$ cat src/rtl/pk_pkg.sv
package pk_pkg;
    localparam int SAMPLE_W = 12;
    localparam int LANE_W   = 16;
    localparam int PAD_W    = LANE_W - SAMPLE_W - 1;
    localparam int LANES    = 2;
    localparam int WORD_W   = LANES * LANE_W;

    typedef struct packed {
        logic [PAD_W-1:0]    pad;
        logic                ovf;
        logic [SAMPLE_W-1:0] code;
    } lane_t;

    typedef struct packed {
        lane_t hi;
        lane_t lo;
    } word_t;

    function automatic lane_t make_lane(input logic [SAMPLE_W-1:0] c, input logic o);
        lane_t l;
        l.pad  = '0;
        l.ovf  = o;
        l.code = c;
        return l;
    endfunction
endpackage

$ cat src/rtl/pk_latency_gate.sv
module pk_latency_gate #(
    parameter int LATENCY = 3
) (
    input  logic clk,
    input  logic rst,
    input  logic acq_en,
    output logic conv_en,
    output logic sample_ok
);
    localparam int LAT_W = $clog2(LATENCY + 2);

    logic [LAT_W-1:0] warm_cnt;

    always_ff @(posedge clk) begin
        if (rst) begin
            conv_en  <= 1'b0;
            warm_cnt <= '0;
        end else begin
            conv_en <= acq_en;
            if (!conv_en)
                warm_cnt <= '0;
            else if (warm_cnt != LAT_W'(LATENCY))
                warm_cnt <= warm_cnt + 1'b1;
        end
    end

    assign sample_ok = conv_en && (warm_cnt == LAT_W'(LATENCY));


    conv_follow_chk: assert property (@(posedge clk) disable iff (rst)
        !$past(rst) |-> (conv_en == $past(acq_en)));

    generate
        if (LATENCY > 0) begin : g_hold

            gate_hold_chk: assert property (@(posedge clk) disable iff (rst)
                $rose(conv_en) |-> !sample_ok);
        end
    endgenerate
endmodule

$ cat src/rtl/pk_lane_capture.sv
module pk_lane_capture
    import pk_pkg::*;
(
    input  logic                clk,
    input  logic                rst,
    input  logic                conv_en,
    input  logic                sample_ok,
    input  logic [SAMPLE_W-1:0] adc_code,
    input  logic                adc_ovf,
    output logic                cap_lo_stb,
    output logic                cap_hi_stb,
    output logic                pair_done,
    output word_t               word
);
    logic              phase;
    logic [LANES-1:0]  stb;
    lane_t             lane_w [LANES];

    genvar g;
    generate
        for (g = 0; g < LANES; g++) begin : g_lane
            lane_t q;
            assign stb[g] = sample_ok && (phase == 1'(g));
            always_ff @(posedge clk) begin
                if (rst)
                    q <= '0;
                else if (stb[g])
                    q <= make_lane(adc_code, adc_ovf);
            end
            assign lane_w[g] = q;
        end
    endgenerate

    always_ff @(posedge clk) begin
        if (rst || !conv_en)
            phase <= 1'b0;
        else if (sample_ok)
            phase <= ~phase;
    end

    always_ff @(posedge clk) begin
        if (rst)
            pair_done <= 1'b0;
        else
            pair_done <= stb[LANES-1];
    end

    assign cap_lo_stb = stb[0];
    assign cap_hi_stb = stb[LANES-1];
    assign word.lo    = lane_w[0];
    assign word.hi    = lane_w[LANES-1];


    strobe_excl_chk: assert property (@(posedge clk) disable iff (rst)
        !(cap_lo_stb && cap_hi_stb));


    hi_follows_lo_chk: assert property (@(posedge clk) disable iff (rst)
        cap_hi_stb |-> $past(cap_lo_stb));
endmodule

$ cat src/rtl/pk_write_ctrl.sv
module pk_write_ctrl
    import pk_pkg::*;
(
    input  logic              clk,
    input  logic              rst,
    input  logic              pair_done,
    input  logic              fifo_full,
    input  logic              ovr_clr,
    input  word_t             word,
    output logic              fifo_we,
    output logic              oe_n,
    output logic [WORD_W-1:0] fifo_data,
    output logic              overrun
);
    logic drop;

    assign drop      = pair_done && fifo_full;
    assign fifo_we   = pair_done && !fifo_full;
    assign oe_n      = !fifo_we;
    assign fifo_data = fifo_we ? WORD_W'(word) : '0;

    always_ff @(posedge clk) begin
        if (rst)
            overrun <= 1'b0;
        else if (drop)
            overrun <= 1'b1;
        else if (ovr_clr)
            overrun <= 1'b0;
    end


    drop_flag_chk: assert property (@(posedge clk) disable iff (rst)
        drop |=> overrun);


    sticky_chk: assert property (@(posedge clk) disable iff (rst)
        (overrun && !ovr_clr) |=> overrun);
endmodule

$ cat src/rtl/adc_pair_packer.sv
module adc_pair_packer
    import pk_pkg::*;
#(
    parameter int LATENCY = 3
) (
    input  logic              clk,
    input  logic              rst,
    input  logic              acq_en,
    input  logic [11:0]       adc_code,
    input  logic              adc_ovf,
    input  logic              fifo_full,
    input  logic              ovr_clr,
    output logic              conv_en,
    output logic              cap_lo_stb,
    output logic              cap_hi_stb,
    output logic              oe_n,
    output logic              fifo_we,
    output logic [31:0]       fifo_data,
    output logic              overrun
);
    logic  sample_ok;
    logic  pair_done;
    word_t word;

    pk_latency_gate #(.LATENCY(LATENCY)) i_gate (
        .clk       (clk),
        .rst       (rst),
        .acq_en    (acq_en),
        .conv_en   (conv_en),
        .sample_ok (sample_ok)
    );

    pk_lane_capture i_cap (
        .clk        (clk),
        .rst        (rst),
        .conv_en    (conv_en),
        .sample_ok  (sample_ok),
        .adc_code   (adc_code),
        .adc_ovf    (adc_ovf),
        .cap_lo_stb (cap_lo_stb),
        .cap_hi_stb (cap_hi_stb),
        .pair_done  (pair_done),
        .word       (word)
    );

    pk_write_ctrl i_wr (
        .clk       (clk),
        .rst       (rst),
        .pair_done (pair_done),
        .fifo_full (fifo_full),
        .ovr_clr   (ovr_clr),
        .word      (word),
        .fifo_we   (fifo_we),
        .oe_n      (oe_n),
        .fifo_data (fifo_data),
        .overrun   (overrun)
    );


    we_after_hi_chk: assert property (@(posedge clk) disable iff (rst)
        fifo_we |-> $past(cap_hi_stb));


    pad_zero_chk: assert property (@(posedge clk) disable iff (rst)
        !oe_n |-> (fifo_data[31:29] == 3'b000 && fifo_data[15:13] == 3'b000));
endmodule

$ cat config.mk
export PLATFORM = sky130hd
export DESIGN_NAME = adc_pair_packer
export DESIGN_NICKNAME = d
export VERILOG_FILES = /design/src/rtl/pk_pkg.sv /design/src/rtl/pk_latency_gate.sv /design/src/rtl/pk_lane_capture.sv /design/src/rtl/pk_write_ctrl.sv /design/src/rtl/adc_pair_packer.sv
export SDC_FILE = /design/constraint.sdc
export NUM_CORES = 1
export LEC_CHECK = 0
export BUFFER_PORTS_ARGS = -buffer_cell sky130_fd_sc_hd__buf_2
export CAP_MARGIN = 5
export CORE_ASPECT_RATIO = 0.5
export CORE_MARGIN = 3
export CORE_UTILIZATION = 40
export CTS_CLUSTER_DIAMETER = 60
export DETAILED_ROUTE_END_ITERATION = 6
export HOLD_SLACK_MARGIN = 0.05
export PLACE_DENSITY = 0.66
export REMOVE_ABC_BUFFERS = 1
export SLEW_MARGIN = 20
export SYNTH_ARGS = -nofsm -noshare
export SYNTH_HDL_FRONTEND = slang
export SYNTH_SLANG_ARGS = --single-unit
$ cat constraint.sdc
create_clock -name clk -period 4.1 [get_ports clk]
set_input_delay 0.205 -clock clk [delete_from_list [all_inputs] [get_ports clk]]
set_output_delay 0.205 -clock clk [all_outputs]
set_load 0.1 [all_outputs]
Word-level counts from Yosys, hierarchy flattened
Cells that the tools add are included.

word-level totals
  input port bits = 18
  bits in registers = 33
  logic and storage cells = 28
  output and inout port bits = 38

operators by class
  add/subtract/negate cells = 1
  bitwise gates (word level) = 2
  reductions and logical operators = 11
  muxes and demuxes = 3
  equal/unequal tests = 2

operators by type and width
  cell                                                    number
  2-to-1 mux 29 bit                                       1
  logical AND 1 bit                                       5
  adder 3 x 1 -> 3 bit (second input constant)            1
  == test 3 x 2 -> 1 bit (second input constant)          1
  zero test 1 bit                                         3
  inequality test 3 x 2 -> 1 bit (second input constant)  1
  2-to-1 mux 1 bit                                        2
  NOT 1 bit                                               2
  nonzero test 2 bit                                      1
  OR reduction 2 bit                                      1
  logical OR 1 bit                                        1

Logic depth before layout (Yosys ltp)
Gate-level depths: netlist of the first run.

  depth in word-level cells = 3
  depth in mapped cells = 7
  mapped depth without buffers = 5

By module
Synthesis of the first run repeated with hierarchy kept, for this count alone.

second synthesis, totals
  cell total of the unflattened synthesis = 169
  area, all modules = 1657.8 sq um

modules (own cells, without submodules)
  module           times used  cells each  area an instance (sq um)  seq. area each (sq um)
  pk_lane_capture  1           112         1181.1                    560.5
  pk_write_ctrl    1           41          301.5                     20.0
  pk_latency_gate  1           16          175.2                     80.1

Worst setup path after synthesis of the first run
No wires, ideal clock.

  path kind = reg2reg
  from = reg i_gate.conv_en
  to = reg i_cap.g_lane[0].q, in the netlist i_cap.word[0]
  arrival = 2.170 ns
  cell stages (with the launch flop) = 4
  path slack = 1.851 ns
  clock period less this slack = 2.249 ns
  cells stage by stage = dfxtp_1 nand3b_2 inv_1 mux2i_1

between the ends
  word-level cells in the longest chain between the ends = 2

ends and longest elaborated chain
  what                      line                   RTL
  start: declaration        pk_latency_gate.sv:7   output logic conv_en,
  start signal: assignment  pk_latency_gate.sv:19  conv_en <= acq_en;
  logical AND 1 bit         pk_latency_gate.sv:27  assign sample_ok = conv_en && (warm_cnt == LAT_W'(LATENCY));
  logical AND 1 bit         pk_lane_capture.sv:23  assign stb[g] = sample_ok && (phase == 1'(g));
  via cap_lo_stb            adc_pair_packer.sv:14  output logic cap_lo_stb,
  end signal: assignment    pk_lane_capture.sv:28  q <= make_lane(adc_code, adc_ovf);
  end: declaration          pk_lane_capture.sv:22  lane_t q;

The timed path passes the listed nets, and every way through them passes these cells.
A chain may end at the register's enable or synchronous reset.

Worst setup path in the final report of the first run
  from = reg i_gate.warm_cnt[0]
  to = out cap_lo_stb

between the ends
  word-level cells in the longest chain between the ends = 3

ends and longest elaborated chain
  what                      line                   RTL
  start: declaration        pk_latency_gate.sv:12  logic [LAT_W-1:0] warm_cnt;
  start signal: assignment  pk_latency_gate.sv:23  warm_cnt <= warm_cnt + 1'b1;
  == test 3 x 2 -> 1 bit    pk_latency_gate.sv:27
  logical AND 1 bit         pk_latency_gate.sv:27
  logical AND 1 bit         pk_lane_capture.sv:23
  end: declaration          adc_pair_packer.sv:14

Every way passes these cells.

==> reports/qor.csv, run 1 <==
stage;metric;value;unit
run_status;outcome;finished clean;
worst_setup_path;cpMaxStageDelayCell;buf_2;
sta;worstMarginPinSlew;531;ps
sta;grt_setup_unrepaired;no;
route;drc;0;
finish;diodes;0;
route;dr.pass1.iters;3;
hold_path;hold_class;input port to flip-flop;
worst_setup_path;cp_common_cell;ha_1;
pwr;ir_drop;0.139;mV
worst_setup_path;cp.depth;5;
place;preCtsSetupSlack;1940;ps
global_route;grt.total_usage;0.137;
worst_setup_path;worst_r2r_endpoint;i_cap.word[0]$_SDFFE_PP0P_;
worst_setup_path;arrival;2230;ps
worst_setup_path;cp.required;3890;ps
yosys;ys_seq_area_frac;0.406;
yosys;ys_types;23;
clock_network;post_cts_buffers;0;
global_route;grtUsageMet3;0.0500;
sta;max_freq;0.411;GHz
sta;clock_skew;5.35;ps
worst_setup_path;rr_worst_depth;5;
route;routedWlPerCell;11.3;um
floorplanning;dieArea;4910;sq um
worst_setup_path;crit_end;cap_lo_stb;
global_route;grt_pass1_vias;1125;
clock_network;cts.clk_slew.worst_paths;60;ps
worst_setup_path;critPathBufInv;2;
route;drt_iter0_markers;54;
yosys;synth.mux.area_fraction;0.166;
clock_network;root_buffer;clkbuf_8;
floorplanning;fp.dieW;96.1;um
clock_network;cts_hold_buf;0;
finish;nets;230;
floorplanning;start_util;0.444;
yosys;yosys.area_share.simple;0.306;
global_route;grt_start_max_net_pins;43;
worst_setup_path;path_max_fanout;13;
global_route;grtUsageMet1;0.155;
sta;hold_viol;0;
route;routed_wl;2970;um
yosys;synth_seq_cells;33;
yosys;synth_edf_count;0;
worst_setup_path;crit_path_start;i_gate.warm_cnt[0]$_SDFFE_PP0P_;
global_route;grt.busiest_layer;met2;
finish;fin_util;0.529;
flow_run;cap_viol_max_count;0;
pwr;p_leak;0.935;nW
global_route;grt_antenna_before_repair;0;
place;hpwl;2070;um
route;viasPerCell;4.39;
worst_setup_path;regToRegSetupSlack;2360;ps
pwr;power-per-cell-area;331;nW/um^2
yosys;synthTopCellsByCount;dfxtp_1, nand2b_1, mux2i_1, and2_1, or2b_1;
yosys;synth_warnings;0;
route;routed-via-count;1150;
worst_setup_path;startpoint_type;flip-flop;
finish;multi_input_area;845;sq um
worst_setup_path;crit_family;buffers and inverters;
yosys;synth.most_common_cell;dfxtp_1;
yosys;yosys.area_share.xor_xnor;0.0108;
worst_setup_path;cp-end-kind;output port;
yosys;synth_area_leader_cell;dfxtp_1;
finish;fillers;380;
worst_setup_path;r2r-start;i_gate.warm_cnt[0]$_SDFFE_PP0P_;
yosys;netlist_instances;165;
yosys;synth_top_family_by_area;simple AND/OR/NAND/NOR gates;
clock_network;clk_latency;280;ps
sta;fin_hold_ws;131;ps
finish;ff_latch_area;661;sq um
sta;post-route-period-util;0.593;
global_route;grt_pass1_wl;5090;um
yosys;ys.flop_type;dfxtp_1;
worst_setup_path;crit_type;flip-flop to output port;
clock_network;cts.sinks;33;
place;gp_congestion;0.684;
finish;final_cell_area;1930;sq um
yosys;synth_compound_area_frac;0.00770;
yosys;synth_top_area_frac;0.406;
floorplanning;die_h;51.1;um
clock_network;cts_made_buffers;5;
clock_network;cts.htree.levels;2;
finish;area_growth;19.0;%
clock_network;cts.repair.resized;0;
worst_setup_path;crit_chain;ha_1 -> ha_1 -> nand3b_2 -> inv_1 -> buf_2;
sta;maxSlewViolCount;0;
worst_setup_path;crit_path_max_incr_delay;450;ps
route;ant_nets;0;
sta;max_slew_margin;0.646;
yosys;synth_area;1630;sq um
sta;layout_min_cycle_time;2430;ps
sta;setup_viol;0;
global_route;grt-ovfl-total;0;
place;placed_area;1830;sq um
clock_network;cts_tree;yes;
yosys;synth_area_leaders;dfxtp_1, mux2i_1, nand2b_1;
yosys;synth.avg_cell_area;9.85;sq um
global_route;grt_use_met2;0.235;
yosys;async_reset_ff_frac;0;
floorplanning;rows;15;
place;numPortBuffers;49;
floorplanning;core;3660;sq um
sta;worst_slack;1670;ps
clock_network;clock_path_buffers;2;
sta;final.setup.tns;0;ps
floorplanning;io_pins;56;
yosys;synth_fa_ha_area_frac;0.0154;
finish;drive_gt1_frac;0.289;
==> cell type report <==
cell class                 count  share of cell area
tap                           51              0.0330
clock inverter                 1             0.00259
sequential                    33               0.342
multi-input combinational    117               0.437
timing repair buffer          50               0.131
inverter                       3             0.00582
clock buffer                   7              0.0498
==> cell usage in the layout, fill, tap and decap left out <==
cell,instances
nand2_1,2
or2b_1,9
and2b_2,1
nor2_1,4
ha_1,2
conb_1,6
buf_2,49
buf_4,1
nand2b_1,32
nand3b_2,1
and3_4,1
xor2_1,1
xnor2_1,1
inv_1,3
clkinv_2,1
dfxtp_1,33
nor2b_1,2
a211oi_1,1
a21oi_1,1
clkbuf_8,7
and2_1,26
mux2i_1,27
==> sequential cells by signal, indices dropped and copies added (netlist names) <==
register         count
i_cap.phase          1
i_gate.warm_cnt      3
i_cap.word          26
i_cap.pair_done      1
i_wr.overrun         1
i_gate.conv_en       1
==> stage by stage <==
step / total power [W] / cells
after floorplan: 0.000368 / 153
after global placement: 0.000382 / 254
after detailed placement: 0.000382 / 254
after CTS: 0.000648 / 262
after global routing: 0.000668 / 262
final: 0.000640 / 262
==> routing by layer <==
| metal | vias up | part of all wire |
|---|---|---|
| li1 | 598 | - |
| met3 | 2 | 0.060 |
| met1 | 527 | 0.45 |
| met4 | 0 | 0.010 |
| met2 | 23 | 0.48 |
| met5 | - | 0 |
==> cells by family (layout without fill, tap and decap cells) <==
family | Yosys count | in the layout
flip-flops | 33 | 33
other | 1 | 6
AO/OA/AOI/OAI | 2 | 2
buffers and inverters | 20 | 61
AND/OR/NAND/NOR | 78 | 78
adder cells (fa/ha/maj) | 2 | 2
XOR/XNOR | 2 | 2
multiplexers | 27 | 27
==> worst reg2reg max path, cell delays in order, from the launching register on <==
cell and delay, ps:
dfxtp_1 350, ha_1 170, ha_1 360, nand3b_2 420, inv_1 210, mux2i_1 180
==> how the worst min path moves through the flow <==
stage,from,end,depth (start not counted)
detailed placement,acq_en,i_gate.conv_en$_SDFF_PP0_,2
CTS,acq_en,i_gate.conv_en$_SDFF_PP0_,2
global placement,acq_en,i_gate.conv_en$_SDFF_PP0_,2
finish,acq_en,i_gate.conv_en$_SDFF_PP0_,2
floorplan,rst,i_wr.overrun$_SDFFE_PP0P_,1
global route,acq_en,i_gate.conv_en$_SDFF_PP0_,2
==> power breakdown <==
part / total (W) / leakage (nW) / internal [W] / switching [W]
Combinational: 0.0000522 / 0.615 / 0.0000134 / 0.0000388
Clock: 0.000265 / 0.0542 / 0.000152 / 0.000113
Sequential: 0.000323 / 0.266 / 0.000322 / 0.00000102
No activity file was read; power rests on OpenSTA's default activity.
==> run 2, diff against run 1 <==
- clock period: 4.1 -> 2.5 ns (I/O delays scaled with it)
==> run 2 against run 1 <==
Sequential share of layout area up 0.13 points. Utilization decreased by 0.21 points. Clock power up 47%. Highest routed layer unchanged. Largest power group unchanged. Total power increased by 57%.
==> reports/qor.csv, run 2 (synthesis gave the netlist of run 1 again) <==
stage;metric;value;unit
hold_path;hold_class;input port to flip-flop;
floorplanning;die_h;51.1;um
pwr;power_frac_seq;0.527;
global_route;grt_pass1_vias;1104;
clock_network;clk_latency;280;ps
sta;hold_viol;0;
worst_setup_path;worst_r2r_endpoint;i_cap.word[16]$_SDFFE_PP0P_;
global_route;grt.total_usage;0.130;
run_status;outcome;finished clean;
finish;final_cell_area;1930;sq um
floorplanning;rows;15;
sta;worstMarginPinSlew;548;ps
clock_network;cts.sinks;33;
sta;fin_hold_ws;59.0;ps
place;gp_congestion;0.696;
pwr;totalPowerFinal;0.00100;W
worst_setup_path;crit_type;flip-flop to output port;
route;dr.pass1.iters;3;
global_route;grt-ovfl-total;0;
route;drt_iter0_markers;20;
clock_network;cts_tree;yes;
finish;nets;231;
place;preCtsSetupSlack;648;ps
worst_setup_path;r2r-start;i_gate.warm_cnt[0]$_SDFFE_PP0P_;
finish;drive_gt1_frac;0.284;
pwr;power.net_switching;0.000237;W
place;hpwl;2160;um
place;placed_area;1840;sq um
hold_path;min_to;i_gate.conv_en$_SDFF_PP0_;
pwr;power_frac_comb;0.085;
finish;most-common-layout-cells;buf_2, dfxtp_1, nand2b_1, mux2i_1, and2_1;
sta;grt_setup_unrepaired;no;
floorplanning;io_pins;56;
clock_network;cts.clk_slew.worst_paths;60;ps
worst_setup_path;path_max_fanout;14;
place;numPortBuffers;49;
sta;maxSlewViolCount;0;
hold_path;min_from;acq_en;
route;ant_nets;0;
pwr;p_leak;0.929;nW
sta;layout_min_cycle_time;2130;ps
worst_setup_path;cp.required;2380;ps
floorplanning;fp.dieW;96.1;um
worst_setup_path;regToRegSetupSlack;960;ps
sta;clock_skew;4.58;ps
flow_run;cap_viol_max_count;0;
route;routed_wl;2920;um
floorplanning;core;3660;sq um
floorplanning;start_util;0.444;
global_route;grt_antenna_before_repair;0;
clock_network;cts_made_buffers;5;
floorplanning;dieArea;4910;sq um
global_route;grt_pass1_wl;4910;um
pwr;sw_frac_of_total;0.236;
worst_setup_path;cp-end-kind;output port;
finish;ff_latch_area;661;sq um
worst_setup_path;arrival;2010;ps
sta;max_freq;0.469;GHz
worst_setup_path;startpoint_type;flip-flop;
worst_setup_path;rr_worst_depth;4;
global_route;grt_start_max_net_pins;43;
clock_network;post_cts_buffers;0;
finish;diodes;0;
pwr;p_clk_frac;0.388;
finish;fillers;375;
pwr;ir_drop;0.198;mV
sta;worst_slack;367;ps
route;drc;0;
sta;post-route-period-util;0.853;
finish;area_growth;18.6;%
finish;final_common_cell;buf_2;
pwr;p_int;0.000768;W
clock_network;root_buffer;clkbuf_8;
hold_path;min_path_cells;2;
finish;largest_reg_flops;26;
sta;final.setup.tns;0;ps
sta;max_slew_margin;0.634;
route;viasPerCell;4.41;
sta;setup_viol;0;
clock_network;cts_hold_buf;0;
clock_network;cts.repair.resized;0;
route;routed-via-count;1155;
clock_network;clock_path_buffers;2;
pwr;power-per-cell-area;522;nW/um^2
finish;multi_input_area;845;sq um
route;routedWlPerCell;11.1;um
clock_network;cts.htree.levels;2;
run 2: layout make-up:
| type | instances | area share |
|---|---|---|
| clock buffer | 7 | 0.0448 |
| inverter | 3 | 0.00584 |
| multi-input combinational | 117 | 0.438 |
| sequential | 33 | 0.343 |
| tap | 51 | 0.0331 |
| timing repair buffer | 51 | 0.135 |
run 2: worst max path at each step:
stage,start,to,cells after the start
floorplan,i_cap.pair_done$_SDFF_PP0_,oe_n,2
global placement,i_gate.warm_cnt[0]$_SDFFE_PP0P_,cap_hi_stb,4
detailed placement,i_gate.warm_cnt[0]$_SDFFE_PP0P_,cap_hi_stb,4
CTS,i_gate.warm_cnt[0]$_SDFFE_PP0P_,cap_hi_stb,4
global route,i_gate.warm_cnt[0]$_SDFFE_PP0P_,cap_hi_stb,4
finish,i_gate.warm_cnt[0]$_SDFFE_PP0P_,cap_hi_stb,4
run 2: metrics by stage:
stage | util | cells
floorplan | - | 153
global placement | 0.503 | 255
detailed placement | 0.503 | 255
CTS | 0.526 | 262
global route | 0.526 | 262
finish | 0.526 | 262
run 2: power by group through the flow:
stage | Sequential, W | Combinational, W | Clock, W
final | 0.000529 | 0.0000858 | 0.000390
after global routing | 0.000529 | 0.0000923 | 0.000426
after CTS | 0.000529 | 0.0000863 | 0.000405
after detailed placement | 0.000541 | 0.0000863 | 0
after global placement | 0.000541 | 0.0000855 | 0
after floorplan | 0.000547 | 0.0000569 | 0
run 2: per-layer routing:
| metal | track usage | routed length, um | vias to the layer above |
|---|---|---|---|
| li1 | - | - | 602 |
| met1 | 0.146 | 1290 | 526 |
| met2 | 0.237 | 1440 | 23 |
| met3 | 0.0412 | 169 | 4 |
| met4 | 0.0354 | 29 | 0 |
| met5 | 0 | 0 | - |
run 2: critical path: stages, from the launching register on:
cell and delay (ps):
dfxtp_1 340, ha_1 150, ha_1 340, and3_4 410
buf_2 480
==> run 3, diff against run 2 <==
- CELL_PAD_IN_SITES_DETAIL_PLACEMENT: not set -> 2
- CELL_PAD_IN_SITES_GLOBAL_PLACEMENT: not set -> 2
- CORE_UTILIZATION: 40 -> 29
- PLACE_DENSITY: 0.66 -> 0.78
==> run 3 against run 2 <==
Sequential share of layout area is 1.6 points lower. First-iteration DRC count is the same. Setup slack worse by 110 ps. Maximum frequency down 4.9%. Register-to-register slack worse by 120 ps. Critical endpoint unchanged.
==> reports/qor.csv, run 3 (synthesis gave the netlist of run 1 again) <==
stage;metric;value;unit
finish;final_cell_area;2020;sq um
run_status;outcome;finished clean;
place;placed_area;1890;sq um
pwr;ir_drop;0.191;mV
finish;diodes;0;
global_route;grt_pass1_vias;1333;
global_route;grt-ovfl-total;0;
global_route;grt_pass1_wl;6920;um
pwr;p_clk_frac;0.460;
route;routed_wl;4310;um
route;routed-via-count;1235;
sta;worstMarginPinSlew;592;ps
worst_setup_path;cp.required;2380;ps
floorplanning;io_pins;56;
pwr;p_leak;0.953;nW
route;viasPerCell;4.36;
route;routedWlPerCell;15.2;um
floorplanning;core;5160;sq um
route;dr.pass1.iters;4;
finish;nets;232;
clock_network;root_buffer;clkbuf_8;
pwr;power_frac_seq;0.461;
clock_network;post_cts_buffers;0;
sta;final.setup.tns;0;ps
sta;hold_viol;0;
flow_run;cap_viol_max_count;0;
clock_network;clk_latency;290;ps
sta;max_slew_margin;0.605;
pwr;power_frac_comb;0.079;
floorplanning;die_h;58.9;um
sta;layout_min_cycle_time;2240;ps
worst_setup_path;path_max_fanout;14;
sta;setup_viol;0;
sta;post-route-period-util;0.897;
sta;max_freq;0.446;GHz
sta;clock_skew;3.23;ps
clock_network;cts.sinks;33;
route;drt_iter0_markers;20;
finish;most-common-layout-cells;buf_2, dfxtp_1, nand2b_1, mux2i_1, and2_1;
route;ant_nets;0;
finish;area_growth;24.3;%
clock_network;cts_tree;yes;
pwr;power-per-cell-area;568;nW/um^2
place;gp_congestion;0.667;
finish;largest_reg_flops;26;
pwr;power.net_switching;0.000272;W
pwr;p_int;0.000875;W
pwr;sw_frac_of_total;0.237;
worst_setup_path;arrival;2120;ps
sta;maxSlewViolCount;0;
clock_network;cts.htree.levels;2;
floorplanning;start_util;0.315;
floorplanning;rows;18;
finish;drive_gt1_frac;0.286;
hold_path;hold_class;input port to flip-flop;
pwr;totalPowerFinal;0.00115;W
global_route;grt.total_usage;0.140;
worst_setup_path;startpoint_type;flip-flop;
place;numPortBuffers;49;
clock_network;cts_made_buffers;5;
clock_network;cts.clk_slew.worst_paths;70;ps
clock_network;cts.repair.resized;0;
finish;fillers;580;
clock_network;clock_path_buffers;2;
worst_setup_path;crit_type;flip-flop to output port;
global_route;grt_antenna_before_repair;0;
route;drc;0;
worst_setup_path;cp-end-kind;output port;
floorplanning;dieArea;6590;sq um
sta;grt_setup_unrepaired;no;
floorplanning;fp.dieW;112;um
finish;final_common_cell;buf_2;
place;hpwl;2790;um
clock_network;cts_hold_buf;1;
global_route;grt_start_max_net_pins;43;
run 3: cell count changes in the layout (fill, tap and decap cells not counted), sizes merged:
cell / before / now
bufinv: 0 / 1
dlygate4sd3: 0 / 1
run 3: power groups by stage:
stage / clock network, W / registers [W] / logic (W)
floorplan: 0 / 0.000547 / 0.0000569
global placement: 0 / 0.000541 / 0.0000867
detailed placement: 0 / 0.000541 / 0.0000889
CTS: 0.000545 / 0.000529 / 0.0000916
global route: 0.000572 / 0.000529 / 0.0000957
finish: 0.000529 / 0.000529 / 0.0000902
run 3: layer usage:
layer	part of all wire	wire length, um	vias to the layer above	track usage
met5	0	0	-	0
met4	0.025	106	0	0.0780
met3	0.037	158	8	0.0421
met2	0.52	2250	27	0.261
met1	0.42	1800	603	0.145
li1	-	-	597	-
run 3: layout make-up:
type | count | area (sq um) | area share
clock buffers | 7 | 86.3 | 0.0427
inverters | 3 | 11.3 | 0.00557
flip-flops and latches | 33 | 661 | 0.327
repair buffers | 52 | 300 | 0.149
clock inverters | 1 | 30.0 | 0.0149
multi-input cells | 117 | 845 | 0.418
well taps | 70 | 87.6 | 0.0433
run 3: stage by stage:
| step | setup slack (ps) | utilization | hold slack (ps) | std cells |
|---|---|---|---|---|
| after floorplan | -1020 | - | 194 | 153 |
| after global placement | 667 | 0.367 | 336 | 274 |
| after detailed placement | 615 | 0.367 | 344 | 274 |
| after global routing | 162 | 0.392 | 89.8 | 283 |
| final | 257 | 0.392 | 89.8 | 283 |
| after CTS | 227 | 0.392 | 82.6 | 283 |
run 3: worst paths after layout:
check	start	end	slack [ps]	cells after the start
setup reg to reg	i_gate.warm_cnt[0]$_SDFFE_PP0P_	i_cap.word[23]$_SDFFE_PP0P_	840	4
setup / recovery	i_gate.warm_cnt[0]$_SDFFE_PP0P_	cap_hi_stb	260	4
hold reg to reg	i_cap.word[12]$_SDFFE_PP0P_	i_cap.word[12]$_SDFFE_PP0P_	470	2
hold / removal	ovr_clr	i_wr.overrun$_SDFFE_PP0P_	90	3
run 3: worst max-delay path, stage by stage, from the launching register on:
cell and delay (ps):
dfxtp_1 360, ha_1 160, ha_1 370, and3_4 440, buf_2 490
